**config.mk**
```make
export PLATFORM = sky130hd
export DESIGN_NAME = rxctl_spi_regs
export DESIGN_NICKNAME = d
export VERILOG_FILES = /design/src/rtl/rxctl_spi_pkg.sv /design/src/rtl/spi_pin_sync.sv /design/src/rtl/label_order.sv /design/src/rtl/rxctl_spi_regs.sv
export SDC_FILE = /design/constraint.sdc
export NUM_CORES = 1
export LEC_CHECK = 0
export BUFFER_PORTS_ARGS = -buffer_cell sky130_fd_sc_hd__buf_2
export CORE_ASPECT_RATIO = 1.25
export CORE_UTILIZATION = 51
export CTS_CLUSTER_DIAMETER = 80
export CTS_CLUSTER_SIZE = 25
export DETAILED_ROUTE_END_ITERATION = 8
export HOLD_SLACK_MARGIN = 0.12
export PLACE_DENSITY = 0.88
export SYNTH_ARGS = -nofsm -noshare
export SYNTH_HDL_FRONTEND = slang
export SYNTH_SLANG_ARGS = --single-unit
```
**constraint.sdc**
```tcl
create_clock -name clk -period 2.2 [get_ports clk]
set_input_delay 0 -clock clk [delete_from_list [all_inputs] [get_ports clk]]
set_output_delay 0 -clock clk [all_outputs]
set_load 0.005 [all_outputs]
```
**src/rtl/rxctl_spi_pkg.sv**
```systemverilog
package rxctl_spi_pkg;
  typedef enum logic [7:0] {
    CMD_NOP        = 8'h00,
    CMD_MRESET     = 8'h01,
    CMD_TBL_CLRALL = 8'h02,
    CMD_TBL_SETALL = 8'h03,
    CMD_TBL_CLR1   = 8'h04,
    CMD_TBL_SET1   = 8'h05,
    CMD_TBL_BULK   = 8'h06,
    CMD_DIV_WR     = 8'h07,
    CMD_POP        = 8'h08,
    CMD_STAT_RD    = 8'h0A,
    CMD_CTRL_RD    = 8'h0B,
    CMD_DIV_RD     = 8'h0C,
    CMD_TBL_DUMP   = 8'h0D,
    CMD_CTRL_WR    = 8'h10
  } cmd_e;
endpackage

```
**src/rtl/spi_pin_sync.sv**
```systemverilog
module spi_pin_sync #(
  parameter int STAGES = 2
) (
  input  logic clk,
  input  logic rst_n,
  input  logic sck_i,
  input  logic csn_i,
  input  logic si_i,
  output logic sck_rise,
  output logic sck_fall,
  output logic cs_act,
  output logic si_o
);
  // each stage holds {sck, cs_n, si}; one extra stage feeds edge detection
  localparam logic [2:0] IDLE = 3'b010;
  logic [STAGES:0][2:0] stg;

  always_ff @(posedge clk or negedge rst_n) begin
    if (!rst_n) stg <= {(STAGES+1){IDLE}};
    else        stg <= {stg[STAGES-1:0], {sck_i, csn_i, si_i}};
  end

  assign sck_rise = stg[STAGES-1][2] & ~stg[STAGES][2];
  assign sck_fall = ~stg[STAGES-1][2] & stg[STAGES][2];
  assign cs_act   = ~stg[STAGES-1][1];
  assign si_o     = stg[STAGES-1][0];
endmodule

```
**src/rtl/label_order.sv**
```systemverilog
module label_order #(
  parameter int WORDW = 32,
  parameter int LBLW  = 8
) (
  input  logic [WORDW-1:0] word_i,
  input  logic             keep,
  output logic [WORDW-1:0] word_o
);
  logic [LBLW-1:0] flipped;

  for (genvar b = 0; b < LBLW; b++) begin : g_flip
    assign flipped[b] = word_i[LBLW-1-b];
  end

  assign word_o = keep ? word_i : {word_i[WORDW-1:LBLW], flipped};
endmodule

```
**src/rtl/rxctl_spi_regs.sv**
```systemverilog
module rxctl_spi_regs
  import rxctl_spi_pkg::*;
#(
  parameter int OPW         = 8,
  parameter int CTRLW       = 16,
  parameter int DIVW        = 8,
  parameter int WORDW       = 32,
  parameter int LBLAW       = 8,
  parameter int STATW       = 8,
  parameter int ORDER_BIT   = 11,
  parameter int SYNC_STAGES = 2
) (
  input  logic             clk,
  input  logic             rst_n,
  input  logic             spi_sck,
  input  logic             spi_cs_n,
  input  logic             spi_mosi,
  output logic             spi_miso,
  output logic             spi_miso_oe,
  input  logic             rx_word_valid,
  output logic             rx_word_ready,
  input  logic [WORDW-1:0] rx_word_data,
  input  logic             fifo_empty,
  input  logic             fifo_half,
  input  logic             fifo_full,
  output logic [LBLAW-1:0] lbl_rd_addr,
  input  logic             lbl_rd_bit,
  output logic             lbl_wr_en,
  output logic [LBLAW-1:0] lbl_wr_addr,
  output logic             lbl_wr_val,
  output logic             lbl_fill_en,
  output logic             lbl_fill_val,
  output logic             master_reset,
  output logic [CTRLW-1:0] ctrl_reg,
  output logic [DIVW-1:0]  aclk_div
);
  localparam int NLBL = 1 << LBLAW;
  localparam int CNTW = $clog2(OPW + NLBL + 1);
  localparam int SRW  = CTRLW;
  localparam logic [CNTW-1:0] C_OP_LAST  = CNTW'(OPW - 1);
  localparam logic [CNTW-1:0] C_DATA0    = CNTW'(OPW);
  localparam logic [CNTW-1:0] C_ADDR_END = CNTW'(OPW + LBLAW - 1);
  localparam logic [CNTW-1:0] C_DIV_END  = CNTW'(OPW + DIVW - 1);
  localparam logic [CNTW-1:0] C_CTRL_END = CNTW'(OPW + CTRLW - 1);
  localparam logic [CNTW-1:0] C_BULK_END = CNTW'(OPW + NLBL);
  localparam logic [CNTW-1:0] C_MAX      = '1;

  logic sck_rise, sck_fall, cs_act, si_s;

  spi_pin_sync #(.STAGES(SYNC_STAGES)) u_sync (
    .clk(clk), .rst_n(rst_n), .sck_i(spi_sck), .csn_i(spi_cs_n), .si_i(spi_mosi),
    .sck_rise(sck_rise), .sck_fall(sck_fall), .cs_act(cs_act), .si_o(si_s)
  );

  logic [WORDW-1:0] popped;

  label_order #(.WORDW(WORDW), .LBLW(LBLAW)) u_order (
    .word_i(rx_word_data), .keep(ctrl_reg[ORDER_BIT]), .word_o(popped)
  );

  logic [CNTW-1:0]  bit_cnt;
  logic [OPW-1:0]   op_q;
  logic [SRW-1:0]   in_sr;
  logic [WORDW-1:0] out_sr;
  logic [LBLAW-1:0] tbl_addr;
  logic             so_bit;

  wire [SRW-1:0] in_next = {in_sr[SRW-2:0], si_s};
  wire [OPW-1:0] op_next = in_next[OPW-1:0];
  wire           op_done = cs_act && sck_rise && (bit_cnt == C_OP_LAST);
  wire           in_data = bit_cnt >= C_DATA0;
  wire [STATW-1:0] status = {{(STATW-3){1'b0}}, fifo_full, fifo_half, fifo_empty};

  // pop handshake completes in the cycle the code is decoded
  assign rx_word_ready = op_done && (op_next == CMD_POP) && rx_word_valid;
  assign lbl_rd_addr   = tbl_addr;
  assign spi_miso      = so_bit;

  always_ff @(posedge clk or negedge rst_n) begin
    if (!rst_n) begin
      bit_cnt      <= '0;
      op_q         <= CMD_NOP;
      in_sr        <= '0;
      out_sr       <= '0;
      tbl_addr     <= '1;
      so_bit       <= 1'b0;
      spi_miso_oe  <= 1'b0;
      lbl_wr_en    <= 1'b0;
      lbl_wr_addr  <= '0;
      lbl_wr_val   <= 1'b0;
      lbl_fill_en  <= 1'b0;
      lbl_fill_val <= 1'b0;
      master_reset <= 1'b0;
      ctrl_reg     <= '0;
      aclk_div     <= '0;
    end else begin
      lbl_wr_en    <= 1'b0;
      lbl_fill_en  <= 1'b0;
      master_reset <= 1'b0;
      spi_miso_oe  <= cs_act;
      if (!cs_act) begin
        bit_cnt <= '0;
        op_q    <= CMD_NOP;
        so_bit  <= 1'b0;
      end else begin
        if (sck_rise) begin
          in_sr <= in_next;
          if (bit_cnt != C_MAX) bit_cnt <= bit_cnt + 1'b1;
          if (bit_cnt == C_OP_LAST) begin
            op_q     <= op_next;
            tbl_addr <= '1;
            out_sr   <= '0;
            case (op_next)
              CMD_MRESET:     master_reset <= 1'b1;
              CMD_TBL_CLRALL: begin lbl_fill_en <= 1'b1; lbl_fill_val <= 1'b0; end
              CMD_TBL_SETALL: begin lbl_fill_en <= 1'b1; lbl_fill_val <= 1'b1; end
              CMD_POP:        out_sr <= rx_word_valid ? popped : '0;
              CMD_STAT_RD:    out_sr <= {status, {(WORDW-STATW){1'b0}}};
              CMD_CTRL_RD:    out_sr <= {ctrl_reg, {(WORDW-CTRLW){1'b0}}};
              CMD_DIV_RD:     out_sr <= {aclk_div, {(WORDW-DIVW){1'b0}}};
              default:        ;
            endcase
          end else if (in_data) begin
            case (op_q)
              CMD_TBL_CLR1, CMD_TBL_SET1:
                if (bit_cnt == C_ADDR_END) begin
                  lbl_wr_en   <= 1'b1;
                  lbl_wr_addr <= in_next[LBLAW-1:0];
                  lbl_wr_val  <= (op_q == CMD_TBL_SET1);
                end
              CMD_DIV_WR:
                if (bit_cnt == C_DIV_END) aclk_div <= in_next[DIVW-1:0];
              CMD_CTRL_WR:
                if (bit_cnt == C_CTRL_END) ctrl_reg <= in_next[CTRLW-1:0];
              CMD_TBL_BULK:
                if (bit_cnt < C_BULK_END) begin
                  lbl_wr_en   <= 1'b1;
                  lbl_wr_addr <= tbl_addr;
                  lbl_wr_val  <= si_s;
                  tbl_addr    <= tbl_addr - 1'b1;
                end
              default: ;
            endcase
          end
        end
        if (sck_fall && in_data) begin
          if (op_q == CMD_TBL_DUMP) begin
            so_bit   <= lbl_rd_bit;
            tbl_addr <= tbl_addr - 1'b1;
          end else begin
            so_bit <= out_sr[WORDW-1];
            out_sr <= {out_sr[WORDW-2:0], 1'b0};
          end
        end
      end
    end
  end
endmodule

```
==> qor.txt, run 1 <==
Status = finished, final reports clean
Most used DFF post-synth = dfrtp_1
Clk pin slew, worst setup/hold paths = 0.05 ns
Synth area leader = dfrtp_1
CTS Root Cell = clkbuf_16
Max-cap viol count = 0
Worst slew pin tran = 0.7103 ns
Layout cells sized above 1 = 0.3367
Synth Area per Inst = 10.85 µm²
Port bufs = 89
Critical path class = flip-flop to output port
Critical Path AT = 2.12 ns
Most frequent cell after synthesis = dfrtp_1
Setup crit end kind = output port
Largest register FFs = 32
Worst ir drop on vdd = 565.7 µV
Via density = 6.123
Final setup viols = 0
Sink Count = 118
Syn. warnings = 0
Fmax achieved = 471.4 MHz
Core Rows = 42
Final TNS setup = 0 ns
Top cells by count, synth = 108 x dfrtp_1, 69 x nand2_1, 41 x mux2_2
Die ar. = 11510 µm²
DR vias = 5009
Post-route ant nets = 0
FF+latch count, synth = 118
R2R cell count = 9
Ys async rst share = 1.000
Io pins = 90
Synthesized area = 5654 µm²
Final setup margin = 0.07847 ns
Clk Latency, worst-skew pair = 0.42 ns
Hold Crit Class = input pin to asynchronous set/reset pin
Initial antenna violation count = 0
CTS max path bufs = 2
DRT iter0 DRCs = 448
Final wirelength = 16120 µm
Placer Congestion = 0.9337
Die width = 96.18 µm
H-tree depth = 4
RSZ-0062 raised after global routing = no
Fin crit share = 0.9643
Dpl ws = 0.08417 ns
CTS buffer count = 17
Worst EP required = 2.20 ns
Final hold violation count = 0
CTS tree = yes
Pin count of the biggest net entering global routing = 49
Post-synth cell types = 61
LEAKAGE = 0.003587 µW
Fin crit period = 2.122 ns
Diode count = 0
Power Dens Cells = 732.3 nW/µm²
Vias in the first global route = 5047
Routed len/inst = 19.71 µm
CP Max Fanout = 8
Area contributors post-synth = dfrtp_1 48%, mux2_2 8.2%, dfstp_2 4.6%, nand2_1 4.6%, a221o_1 2.8%
Core footprint = 10670 µm²
Total iterations of the first detailed-routing run = 9
DRC Markers = 0
First-pass GRT wire length = 25450 µm
Syn_nets = 567
Post-Route Skew = 0.008717 ns
NumNets Final = 720
Area added between synthesis and finish = 31.20%
Overall routing resource usage = 0.2995
Die height = 119.7 µm
Slew HR = 0.5247
Worst hold slack = 0.1396 ns
Mapped Cells = 521
Sequential share of the synthesized area = 0.5245
DP Wirelength = 10420 µm
CP Launch Type = flip-flop
Starting Density = 0.5300
Post-synth EDFFs = 0
Gr ovfl total = 0
Synth top area share = 0.4780
Slew Limit Fails = 0
-- area by class of cell --
cell class | instances | area, µm²
clock buffer | 23 | 467.9
clock inverter | 8 | 100.1
fill | 720 | 3249
inverter | 6 | 22.52
multi-input combinational | 361 | 2534
sequential | 118 | 2965
tap | 132 | 165.2
timing repair buffer | 170 | 1164
-- metrics by stage --
step                utilization  area (µm²)  std cells  total power, µW
CTS                      0.6928        7391        818             5426
detailed placement       0.6039        6442        749             2738
global route             0.6954        7418        818             5606
floorplan                     -        5660        521             2486
global placement         0.6039        6442        749             2721
finish                   0.6954        7418        818             5432
-- critical path: stages (launching register included) --
cell and delay, ns:
dfrtp_1 0.50, nor2_1 0.33, nand4_1 0.38, nor2_1 0.33, buf_2 0.16
-- worst paths after layout --
check                                  from             to  slack (ns)
max                             u_sync.si_o  rx_word_ready        0.08
min                                   rst_n  u_sync.stg[2]        0.14
max reg2reg                      bit_cnt[1]     bit_cnt[7]        0.11
min reg2reg                   u_sync.stg[2]  u_sync.stg[5]        0.34
max in group asynchronous             rst_n    aclk_div[0]        1.35
min in group clk           rx_word_data[31]     out_sr[31]        0.16
-- metal layers --
metal	wire [µm]	global-route usage	vias up
li1	-	-	2213
met1	6124	0.3539	2482
met4	792	0.1660	0
met2	8306	0.4920	244
met5	0	0	-
met3	896	0.07288	70
-- report_power, final --
group          total [µW]  internal (µW)  switching [µW]
registers            2270           2220            48.9
logic                 500            216             284
clock network        2660           1710             950
-- cells by family (layout without fill, tap and decap cells) --
kind of cell | after synthesis | count (layout) | synth area share
and+or+nand+nor | 169 | 169 | 0.1492
AOI/OAI and AO/OA | 130 | 130 | 0.1737
DFF | 118 | 118 | 0.5245
muxes | 51 | 51 | 0.09958
buffers and inverters | 42 | 207 | 0.03341
xor gates and xnor gates | 7 | 7 | 0.01084
adders and majority gates | 4 | 4 | 0.008852
-- layout by cell type (no fill, tap or decap), types with 5 or more instances in the layout --
| cell type | n |
|---|---|
| buf_2 | 88 |
| and3_1 | 6 |
| mux2_2 | 41 |
| dlygate4sd3_1 | 38 |
| dfstp_2 | 10 |
| a2bb2oi_1 | 16 |
| inv_1 | 5 |
| a221o_1 | 16 |
| nor3_1 | 5 |
| clkbuf_16 | 17 |
| nand2_1 | 69 |
| a22oi_1 | 9 |
| buf_4 | 43 |
| nand3_1 | 10 |
| mux2i_1 | 9 |
| o21bai_1 | 8 |
| xor2_1 | 5 |
| a211oi_1 | 5 |
| nor2b_1 | 5 |
| o21ai_0 | 23 |
| nor2_1 | 31 |
| a22o_1 | 11 |
| nand4_1 | 11 |
| a21oi_1 | 24 |
| dfrtp_1 | 108 |
-- what timing repair did --
item                       CTS  global route
setup endpoints to repair    0            19
resized for setup            0             6
setup buffers                0             0
hold endpoints to repair   143             0
hold buffers                38             0
No activity file was read; power rests on OpenSTA's default activity.
==> inputs of run 2 (changes only) <==
--- a/config.mk
+++ b/config.mk
@@ -7,12 +7,14 @@
 export LEC_CHECK = 0
 export BUFFER_PORTS_ARGS = -buffer_cell sky130_fd_sc_hd__buf_2
 export CORE_ASPECT_RATIO = 1.25
-export CORE_UTILIZATION = 51
+export CORE_MARGIN = 2
+export CORE_UTILIZATION = 53
+export CTS_BUF_LIST = sky130_fd_sc_hd__clkbuf_4 sky130_fd_sc_hd__clkbuf_8
 export CTS_CLUSTER_DIAMETER = 80
 export CTS_CLUSTER_SIZE = 25
 export DETAILED_ROUTE_END_ITERATION = 8
 export HOLD_SLACK_MARGIN = 0.12
-export PLACE_DENSITY = 0.88
+export PLACE_DENSITY = 0.9
 export SYNTH_ARGS = -nofsm -noshare
 export SYNTH_HDL_FRONTEND = slang
 export SYNTH_SLANG_ARGS = --single-unit
==> qor.txt, run 2 (synthesized netlist as in run 1, its figures left out) <==
Vias in the first global route = 5289 (+4.8%)
Fin crit share = 0.9797 (+0.01542)
Layout cells sized above 1 = 0.3498 (+0.01305)
Slew HR = 0.5861 (+0.06143)
LEAKAGE = 0.003539 µW (-1.3%)
Total iterations of the first detailed-routing run = 7 (-2)
Die width = 96.38 µm (+0.21%)
Port bufs = 89 (unchanged)
Setup crit end kind = flip-flop
DR vias = 5125 (+2.3%)
First-pass GRT wire length = 26550 µm (+4.3%)
Pin count of the biggest net entering global routing = 42 (-14%)
Critical Path AT = 2.53 ns (+0.41 ns)
Placement Cell Area = 6432 µm² (-0.16%)
GR Layer Usage met1 = 0.3551 (+0.001115)
Final hold violation count = 0 (unchanged)
Final instance area = 7328 µm² (-1.2%)
Final setup viols = 0 (unchanged)
NumNets Final = 723 (+0.42%)
CTS Root Cell = clkbuf_8
DP Wirelength = 10420 µm (about the same)
Post-Route Skew = 0.02847 ns (+0.01975 ns)
Starting Density = 0.5380 (+0.007950)
Io pins = 90 (unchanged)
Worst slew pin tran = 0.6208 ns (-0.08952 ns)
Die height = 119.5 µm (-0.20%)
Max-cap viol count = 0 (unchanged)
Fmax achieved = 463.9 MHz (-1.6%)
H-tree depth = 4 (unchanged)
RSZ-0062 raised after global routing = no
Post-route ant nets = 0 (unchanged)
Area added between synthesis and finish = 29.61%
Worst ir drop on vdd = 555.9 µV (-1.7%)
Commonest non-fill, non-tap cells in the layout = 106 x dfrtp_1, 88 x buf_2, 69 x nand2_1
Critical path class = flip-flop to flip-flop
Fin crit period = 2.155 ns (+0.03391 ns)
Overall routing resource usage = 0.3082 (+0.008661)
Power Dens Cells = 662.3 nW/µm² (-9.6%)
Worst EP required = 2.57 ns (+0.37 ns)
Slew Limit Fails = 0 (unchanged)
Die ar. = 11520 µm² (about the same)
Largest register FFs = 32 (unchanged)
Sink Count = 118 (unchanged)
Hold Crit Class = input pin to flip-flop
GRT busiest layer = met2
Final wirelength = 16850 µm (+4.6%)
Met2 Use GR = 0.4965 (+0.004507)
Final TNS setup = 0 ns (unchanged)
Clk pin slew, worst setup/hold paths = 0.07 ns (+0.02 ns)
CP Max Fanout = 3 (-5)
GRT met3 Usage = 0.07590 (+0.003024)
Status = finished, final reports clean
CTS tree = yes
CTS max path bufs = 2 (unchanged)
Routed len/inst = 20.53 µm (+4.2%)
DRC Markers = 0 (unchanged)
Commonest non-fill, non-tap cell in the layout = dfrtp_1
CP Launch Type = flip-flop
Worst hold slack = 0.1839 ns (+0.04427 ns)
Placer Congestion = 0.9177 (-1.7%)
Clk Latency, worst-skew pair = 0.47 ns (+0.05 ns)
Initial antenna violation count = 0 (unchanged)
Gr ovfl total = 0 (unchanged)
Diode count = 0 (unchanged)
Core Rows = 42 (unchanged)
DRT iter0 DRCs = 559 (+25%)
Via density = 6.242 (+1.9%)
CTS buffer count = 17 (unchanged)
Core footprint = 10510 µm² (-1.5%)
## run 2: changes by cell type in the layout (fill, tap and decap cells not counted), moves of 2 or more
cell,before,now
dfrtp_2,0,2
dfrtp_1,108,106
clkbuf_16,17,0
dlygate4sd3_1,38,41
clkinv_4,0,2
buf_4,43,41
clkbuf_1,4,0
clkbuf_8,2,18
buf_12,1,3
## run 2: timing repair
item / CTS / global route
hold buffers: 42 / 0
setup endpoints to repair: 0 / 27
setup buffers: 0 / 2
endpoints found under the hold margin: 144 / 0
resized for setup: 0 / 14
## run 2: worst max-delay path, stage by stage, from the launching register on
cell and delay [ns]:
dfrtp_1 0.43, nor3_2 0.28, nand4_1 0.17, or3_1 0.44
a2111oi_4 0.39, mux2_1 0.36
## run 2: path summary, 6_finish.rpt
check                                  from             end  slack, ns  depth (start not counted)
max                                 op_q[5]  lbl_rd_addr[6]       0.04                          5
min                        rx_word_data[25]      out_sr[25]       0.18                          5
max reg2reg                         op_q[5]  lbl_rd_addr[6]       0.04                          5
min reg2reg                   u_sync.stg[1]   u_sync.stg[4]       0.36                          0
max in group asynchronous             rst_n      out_sr[27]       1.17                          4
min in group asynchronous             rst_n   u_sync.stg[1]       0.67                          3
## run 2: cell type report
| cell class | count | area [µm²] |
|---|---|---|
| Clock buffer | 19 | 255.2 |
| Clock inverter | 12 | 155.1 |
| Fill cell | 703 | 3182 |
| Inverter | 6 | 22.52 |
| Multi-Input combinational cell | 361 | 2544 |
| Sequential cell | 118 | 2968 |
| Tap cell | 132 | 165.2 |
| Timing Repair Buffer | 173 | 1219 |
## run 2: metrics by stage
| stage | instances | setup WS, ns | util | power [µW] |
|---|---|---|---|---|
| 2_1_floorplan | 521 | 0.05250 | - | 2486 |
| 3_3_place_gp | 746 | 0.1324 | 0.6120 | 2715 |
| 3_5_place_dp | 746 | 0.07014 | 0.6120 | 2727 |
| 4_1_cts | 819 | 0.05501 | 0.6920 | 4824 |
| 5_1_grt | 821 | 0.01473 | 0.6973 | 5015 |
| 6_report | 821 | 0.04455 | 0.6973 | 4853 |
## run 2: report_power, final
part	switching, µW	internal [µW]
Clock	924	1150
Combinational	283	220
Sequential	56.0	2220
## run 2: routing by layer
metal / vias up / wire [µm]
met5: - / 0
met4: 0 / 1221
met3: 116 / 1179
met2: 321 / 8271
met1: 2468 / 6181
li1: 2220 / -
